===== src/rtl/frac_rate_pkg.sv =====
package frac_rate_pkg;

    typedef enum logic [0:0] {
        ST_IDLE = 1'b0,
        ST_RUN  = 1'b1
    } rate_state_e;

endpackage


===== src/rtl/frac_rate_ctrl.sv =====
module frac_rate_ctrl
    import frac_rate_pkg::*;
#(
    parameter int SCALE_W = 8,
    parameter int STEP_W  = 16,
    localparam int CFG_W  = SCALE_W + STEP_W
) (
    input  logic               clk,
    input  logic               rst,
    input  logic               en,
    input  logic [CFG_W-1:0]   cfg_word,
    output logic [SCALE_W-1:0] scale_q,
    output logic [STEP_W-1:0]  step_q,
    output logic               active,
    output logic               running
);

    rate_state_e state_q, state_d;

    // state register
    always_ff @(posedge clk) begin
        if (rst) begin
            state_q <= ST_IDLE;
        end else begin
            state_q <= state_d;
        end
    end

    // next-state decode
    always_comb begin
        state_d = state_q;
        unique case (state_q)
            ST_IDLE: if (en)  state_d = ST_RUN;
            ST_RUN:  if (!en) state_d = ST_IDLE;
            default: state_d = ST_IDLE;
        endcase
    end

    // outputs
    always_comb begin
        running = (state_q == ST_RUN);
        active  = running && en;
    end

    // shadow configuration follows the word only while idle
    always_ff @(posedge clk) begin
        if (rst) begin
            scale_q <= '0;
            step_q  <= '0;
        end else if (state_q == ST_IDLE) begin
            scale_q <= cfg_word[CFG_W-1:STEP_W];
            step_q  <= cfg_word[STEP_W-1:0];
        end
    end

endmodule


===== src/rtl/frac_rate_prescale.sv =====
module frac_rate_prescale #(
    parameter int SCALE_W = 8
) (
    input  logic               clk,
    input  logic               rst,
    input  logic               active,
    input  logic [SCALE_W-1:0] limit,
    output logic [SCALE_W-1:0] count,
    output logic               wrap
);

    assign wrap = active && (count == limit);

    always_ff @(posedge clk) begin
        if (rst || !active) begin
            count <= '0;
        end else if (count == limit) begin
            count <= '0;
        end else begin
            count <= count + 1'b1;
        end
    end

endmodule


===== src/rtl/frac_rate_phase.sv =====
module frac_rate_phase #(
    parameter int STEP_W = 16,
    localparam int ACC_W = STEP_W + 1
) (
    input  logic              clk,
    input  logic              rst,
    input  logic              active,
    input  logic              add,
    input  logic [STEP_W-1:0] step,
    output logic              tick
);

    logic [ACC_W-1:0] acc_q;
    logic [ACC_W:0]   sum;

    assign sum = {1'b0, acc_q} + {{(ACC_W + 1 - STEP_W){1'b0}}, step};

    always_ff @(posedge clk) begin
        if (rst || !active) begin
            acc_q <= '0;
            tick  <= 1'b0;
        end else begin
            tick <= add && sum[ACC_W];
            if (add) begin
                acc_q <= sum[ACC_W-1:0];
            end
        end
    end

endmodule


===== src/rtl/frac_rate_gen.sv =====
module frac_rate_gen #(
    parameter int SCALE_W = 8,
    parameter int STEP_W  = 16,
    localparam int CFG_W  = SCALE_W + STEP_W
) (
    input  logic             clk,
    input  logic             rst,
    input  logic             en,
    input  logic [CFG_W-1:0] cfg_word,
    output logic             tick
);

    logic [SCALE_W-1:0] scale_q;
    logic [STEP_W-1:0]  step_q;
    logic [SCALE_W-1:0] pre_cnt;
    logic               active;
    logic               running;
    logic               wrap;

    frac_rate_ctrl #(.SCALE_W(SCALE_W), .STEP_W(STEP_W)) u_ctrl (
        .clk      (clk),
        .rst      (rst),
        .en       (en),
        .cfg_word (cfg_word),
        .scale_q  (scale_q),
        .step_q   (step_q),
        .active   (active),
        .running  (running)
    );

    frac_rate_prescale #(.SCALE_W(SCALE_W)) u_pre (
        .clk    (clk),
        .rst    (rst),
        .active (active),
        .limit  (scale_q),
        .count  (pre_cnt),
        .wrap   (wrap)
    );

    frac_rate_phase #(.STEP_W(STEP_W)) u_phase (
        .clk    (clk),
        .rst    (rst),
        .active (active),
        .add    (wrap),
        .step   (step_q),
        .tick   (tick)
    );

endmodule


===== config.mk =====
export PLATFORM = sky130hd
export DESIGN_NAME = frac_rate_gen
export DESIGN_NICKNAME = d
export VERILOG_FILES = /design/src/rtl/frac_rate_pkg.sv /design/src/rtl/frac_rate_ctrl.sv /design/src/rtl/frac_rate_prescale.sv /design/src/rtl/frac_rate_phase.sv /design/src/rtl/frac_rate_gen.sv
export SDC_FILE = /design/constraint.sdc
export NUM_CORES = 1
export LEC_CHECK = 0
export BUFFER_PORTS_ARGS = -buffer_cell sky130_fd_sc_hd__buf_2
export CAP_MARGIN = 20
export CORE_MARGIN = 2
export CORE_UTILIZATION = 52
export DETAILED_ROUTE_END_ITERATION = 12
export PLACE_DENSITY = 0.77
export REMOVE_ABC_BUFFERS = 1
export SLEW_MARGIN = 5
export SYNTH_ARGS = -nofsm -noshare
export SYNTH_HDL_FRONTEND = slang
export SYNTH_SLANG_ARGS = --single-unit

===== constraint.sdc =====
create_clock -name clk -period 2.16 [get_ports clk]
set_input_delay 0.216 -clock clk [delete_from_list [all_inputs] [get_ports clk]]
set_output_delay 0.216 -clock clk [all_outputs]
set_load 0.01 [all_outputs]

# Word level (Yosys, flattened, before mapping)
# Cells that the tools add are included.
dict set report word_totals {
  inputBits 27
  output_inout_bits 1
  ff_bits 51
  elab_cells 16
}
dict set report op_classes {
  eq_ne 1
  n_reduce_logical 6
  muxes 1
  n_addsub 2
}
# op n
set ops {}
lappend ops {{adder 17 x 16 -> 18 bit} 1}
lappend ops {{adder 8 x 1 -> 8 bit (second input constant)} 1}
lappend ops {{== test 8 bit} 1}
lappend ops {{logical AND 1 bit} 3}
lappend ops {{OR reduction 2 bit} 1}
lappend ops {{zero test 1 bit} 1}
lappend ops {{logical OR 1 bit} 1}
lappend ops {{two-way mux 1 bit} 1}

# Logic depth before layout (Yosys ltp)
dict set report logic_depth {
  word_depth 4
  mapped_depth 8
  ltp_nobuf 8
}

# Hierarchy
# A second synthesis with hierarchy kept.
dict set report unflattened {
  hier_cells 303
  hier_area_um2 2840.2
}
# mod cells_per_inst area_per_inst_um2 n_inst seq_area_each_um2
set modules_own_cells {}
lappend modules_own_cells {frac_rate_phase 175 1455.1 1 360.3}
lappend modules_own_cells {frac_rate_ctrl 81 908.4 1 500.5}
lappend modules_own_cells {frac_rate_prescale 47 476.7 1 160.2}

# Worst setup path before layout
# OpenSTA, ideal clock, no wires.
dict set report synth_path {
  path_kind {register -> register}
  start {reg u_ctrl.step_q[0]}
  end {reg u_phase.acc_q[14]}
  setup_time_ns 0.119
  path_buffers 0
  slack_ns 0.048
  arrival_ns 1.993
  synth_period_minus_slack_ns 2.112
  path_stages_with_launch 9
  required_ns 2.041
  cell_sequence {dfxtp_1 > ha_1 > fa_1 > a21o_1 > a221oi_2 > o211ai_1 > a31oi_1 > xor2_1 > a21oi_1}
}
dict set report synth_between {
  elab_chain_len 1
}
# item line
set synth_rtl {}
lappend synth_rtl {{start, declared} frac_rate_ctrl.sv:13} ;# output logic [STEP_W-1:0] step_q,
lappend synth_rtl {{start signal, assigned} frac_rate_ctrl.sv:52} ;# step_q <= cfg_word[STEP_W-1:0];
lappend synth_rtl {{adder 17 x 16 -> 18 bit} frac_rate_phase.sv:16} ;# assign sum = {1'b0, acc_q} + {{(ACC_W + 1 - STEP_W){1'b0}}, step};
lappend synth_rtl {{end signal, assigned} frac_rate_phase.sv:25} ;# acc_q <= sum[ACC_W-1:0];
lappend synth_rtl {{end, declared} frac_rate_phase.sv:13} ;# logic [ACC_W-1:0] acc_q;
# Every way passes these cells.
# A chain may end at the register's enable or synchronous reset.

# Final worst setup path
dict set report layout_path {
  start {reg u_phase.acc_q[4]}
  end {reg u_phase.acc_q[16]}
}
dict set report layout_between {
  elab_chain_len 1
}
# item line
set layout_rtl {}
lappend layout_rtl {{adder 17 x 16 -> 18 bit} frac_rate_phase.sv:16}
# Every way passes these cells.

==> flow_metrics.py <==
metrics = {
    "clocking": {
        "clock_sinks": 51,
        "cts-root-buf": "clkbuf_8",
        "numCtsBuffers": 5,
        "clkTransAtPathRegs_ps": 90,
        "insertion_delay_ps": 300,
        "htreeDepth": 2,
        "cts_tree": "done",
        "clock_path_buffers": 2,
    },
    "sta": {
        "tightest_slew_ps": 579,
        "min_period_over_period": 0.954,
        "fin_ws_ps": 98.9,
        "slew_headroom": 0.611,
        "setup_viol": 0,
        "max_freq_mhz": 485,
        "fin_skew_ps": 7.00,
        "fin_crit_ps": 2060,
        "report.final.hold_viol_count": 0,
        "report.final.slew_viol_count": 0,
    },
    "pwr": {
        "sw_frac_of_total": 0.241,
        "power_leakage_nw": 1.19,
        "peakVddDrop_mv": 0.322,
        "p_int_w": 0.00136,
        "p_seq_frac": 0.557,
        "power_w": 0.00179,
        "powerDensity_nw_per_um2": 590,
        "power_frac_comb": 0.110,
        "p_clk_frac": 0.333,
        "switchingPower_w": 0.000431,
    },
    "global_routing": {
        "grt_max_degree": 25,
        "grt_pass1_wl_mm": 8.94,
        "grt_usage": 0.203,
        "antenna_found_initial": 0,
        "grt-ovfl-total": 0,
        "grt_pass1_vias": 2059,
    },
    "min_path": {
        "hold_path.class": "input pin to flip-flop",
        "min-delay-start": "cfg_word[13]",
        "whs_path_depth": 3,
        "worstHoldEndpoint": "u_ctrl.step_q[13]$_SDFFE_PP0N_",
    },
    "synthesis": {
        "synth_area_sq_um": 2630,
        "synth_top_area_frac": 0.389,
        "synthTopCellsByArea": "dfxtp_1, mux2i_1, ha_1",
        "synthCells": 293,
        "netlist.top_cell.by_area": "dfxtp_1",
        "yosys_warnings": 0,
        "synth_edf_count": 0,
        "ys_types": 42,
        "avgSynthCellArea_sq_um": 8.96,
        "async_flop_share": 0,
        "synthFlopType": "dfxtp_1",
        "ys_ff_latch": 51,
        "yosysSeqAreaShare": 0.389,
    },
    "setup_path": {
        "required_ps": 2400,
        "endpoint_kind": "flip-flop",
        "crit_arrival_ps": 2300,
        "crit_slowest_cell": "ha_2",
        "rr_startpoint": "u_phase.acc_q[4]$_SDFFE_PP0P_",
        "criticalPathCategory": "flip-flop to flip-flop",
        "startpoint": "u_phase.acc_q[4]$_SDFFE_PP0P_",
        "crit_family": "compound AO/OA/AOI/OAI gates",
        "reg2reg_depth": 7,
        "r2r_slack_ps": 100,
        "cpPeakStageDelay_ps": 390,
        "worst-path-buf-inv": 0,
        "rr_endpoint": "u_phase.acc_q[16]$_SDFFE_PP0P_",
        "path_max_fanout": 5,
        "crit_chain": "ha_2 > a21o_2 > a221oi_4 > o211a_1 > o31a_1 > or3_1 > a21oi_2",
        "worst_setup_path_start_kind": "flip-flop",
    },
    "floorplan": {
        "rows": 25,
        "core_sq_um": 4790,
        "fp.dieW_um": 75.1,
        "die_area_sq_um": 5630,
        "boundaryPins": 28,
        "initial_core_util": 0.549,
        "die_y_um": 75.1,
    },
    "route": {
        "post_drt_wl_per_cell_um": 14.1,
        "first_pass_iters": 5,
        "wirelength_mm": 5.56,
        "drt_drc_violations_left": 0,
        "initialDrtViolationCount": 167,
        "antenna_left": 0,
        "vias": 2167,
        "vias_per_cell": 5.51,
    },
    "cells_and_area": {
        "nNetsFinal": 370,
        "final_cell_mix": "dfxtp_1, nor2_1, mux2i_1, buf_2, a21oi_1",
        "final_common_cell": "dfxtp_1",
        "diodes": 0,
        "drive_above_1_share": 0.178,
        "syn2layout_area_growth_pct": 15.4,
    },
    "run": {
        "drv_cap": 0,
    },
    "run_status": {
        "status": "finished, final reports clean",
    },
    "place": {
        "portBuffers": 27,
        "hpwl_mm": 3.80,
        "post-place-ws_ps": -16.9,
        "finalWeightedCongestion": 0.933,
    },
}
## how the worst max path moves through the flow
stage,endpoint,slack [ps],cells past startpoint
CTS,u_phase.acc_q[14]$_SDFFE_PP0P_,4,8
finish,u_phase.acc_q[16]$_SDFFE_PP0P_,100,7
global route,u_phase.acc_q[16]$_SDFFE_PP0P_,-20,7
detailed placement,u_phase.acc_q[14]$_SDFFE_PP0P_,-20,8
global placement,u_phase.acc_q[14]$_SDFFE_PP0P_,30,8
floorplan,u_phase.acc_q[9]$_SDFFE_PP0P_,-180,5
## what timing repair did
| action | 4_1_cts | 5_1_grt |
|---|---|---|
| resized for setup | 1 | 12 |
| pin swaps | 1 | 5 |
| setup buffers | 0 | 1 |
| endpoints found under the hold margin | 0 | 0 |
| hold buffers | 0 | 0 |
| endpoints found under the setup margin | 1 | 8 |
| cloned | 0 | 0 |
## state kept, by name (all words and copies together) (netlist names)
register,count
u_phase.acc_q,17
u_ctrl.step_q,16
u_ctrl.running,1
u_ctrl.scale_q,8
u_pre.count,8
u_phase.tick,1
## metrics by stage
stage | setup TNS [ps] | area [sq um] | hold WS, ps | util | cells
after global placement | 0 | 2850 | 445 | 0.596 | 384
after global routing | -24.8 | 3030 | 138 | 0.633 | 393
final | 0 | 3030 | 141 | 0.633 | 393
after floorplan | -992 | 2580 | 288 | - | 283
after detailed placement | -16.9 | 2850 | 452 | 0.596 | 384
after CTS | 0 | 2960 | 135 | 0.618 | 392
## synth_stat cells (all sizes together), types with 3 or more instances
cell type / count
nand4: 4
o21ai: 15
nor2: 48
inv: 3
dfxtp: 51
mux2i: 29
a21oi: 21
clkbuf: 5
xor2: 7
buf: 5
nor3: 3
nand2: 18
nand3: 13
a21o: 5
xnor2: 18
a31oi: 4
and3: 4
ha: 17
## layout make-up
type	instances	area (sq um)
Sequential cell	51	1020
Tap cell	67	83.8
Fill cell	413	1760
Inverter	3	11.3
Timing Repair Buffer	35	195
Multi-Input combinational cell	229	1620
Clock buffer	8	100
## power by group through the flow
stage | clock (W) | combinational (W) | sequential, W
floorplan | 0 | 0.000120 | 0.00102
global placement | 0 | 0.000185 | 0.00101
detailed placement | 0 | 0.000189 | 0.00101
CTS | 0.000615 | 0.000191 | 0.000993
global route | 0.000640 | 0.000219 | 0.000999
finish | 0.000596 | 0.000197 | 0.000995
## worst register-to-register path: cells and delay by family, from the launching register on
kind / cells / cell delay, ps
AO/OA/AOI/OAI: 5 / 970
adder cells (fa/ha/maj): 1 / 390
AND/OR/NAND/NOR: 1 / 330
flip-flops: 1 / 320
## cell families after synthesis
group / synth area share
buf+inv: 0.0210
xor+xnor: 0.0834
fa+ha+maj: 0.0886
compound gates: 0.145
simple gates: 0.163
mux: 0.111
flops: 0.389
## routing by layer
metal | vias up | track usage | wire, um
met4 | 0 | 0.0536 | 51
met2 | 43 | 0.354 | 2700
met5 | - | 0 | 0
met1 | 1013 | 0.259 | 2610
met3 | 5 | 0.0321 | 192
li1 | 1106 | - | -
(Power assumes the default switching activity.)
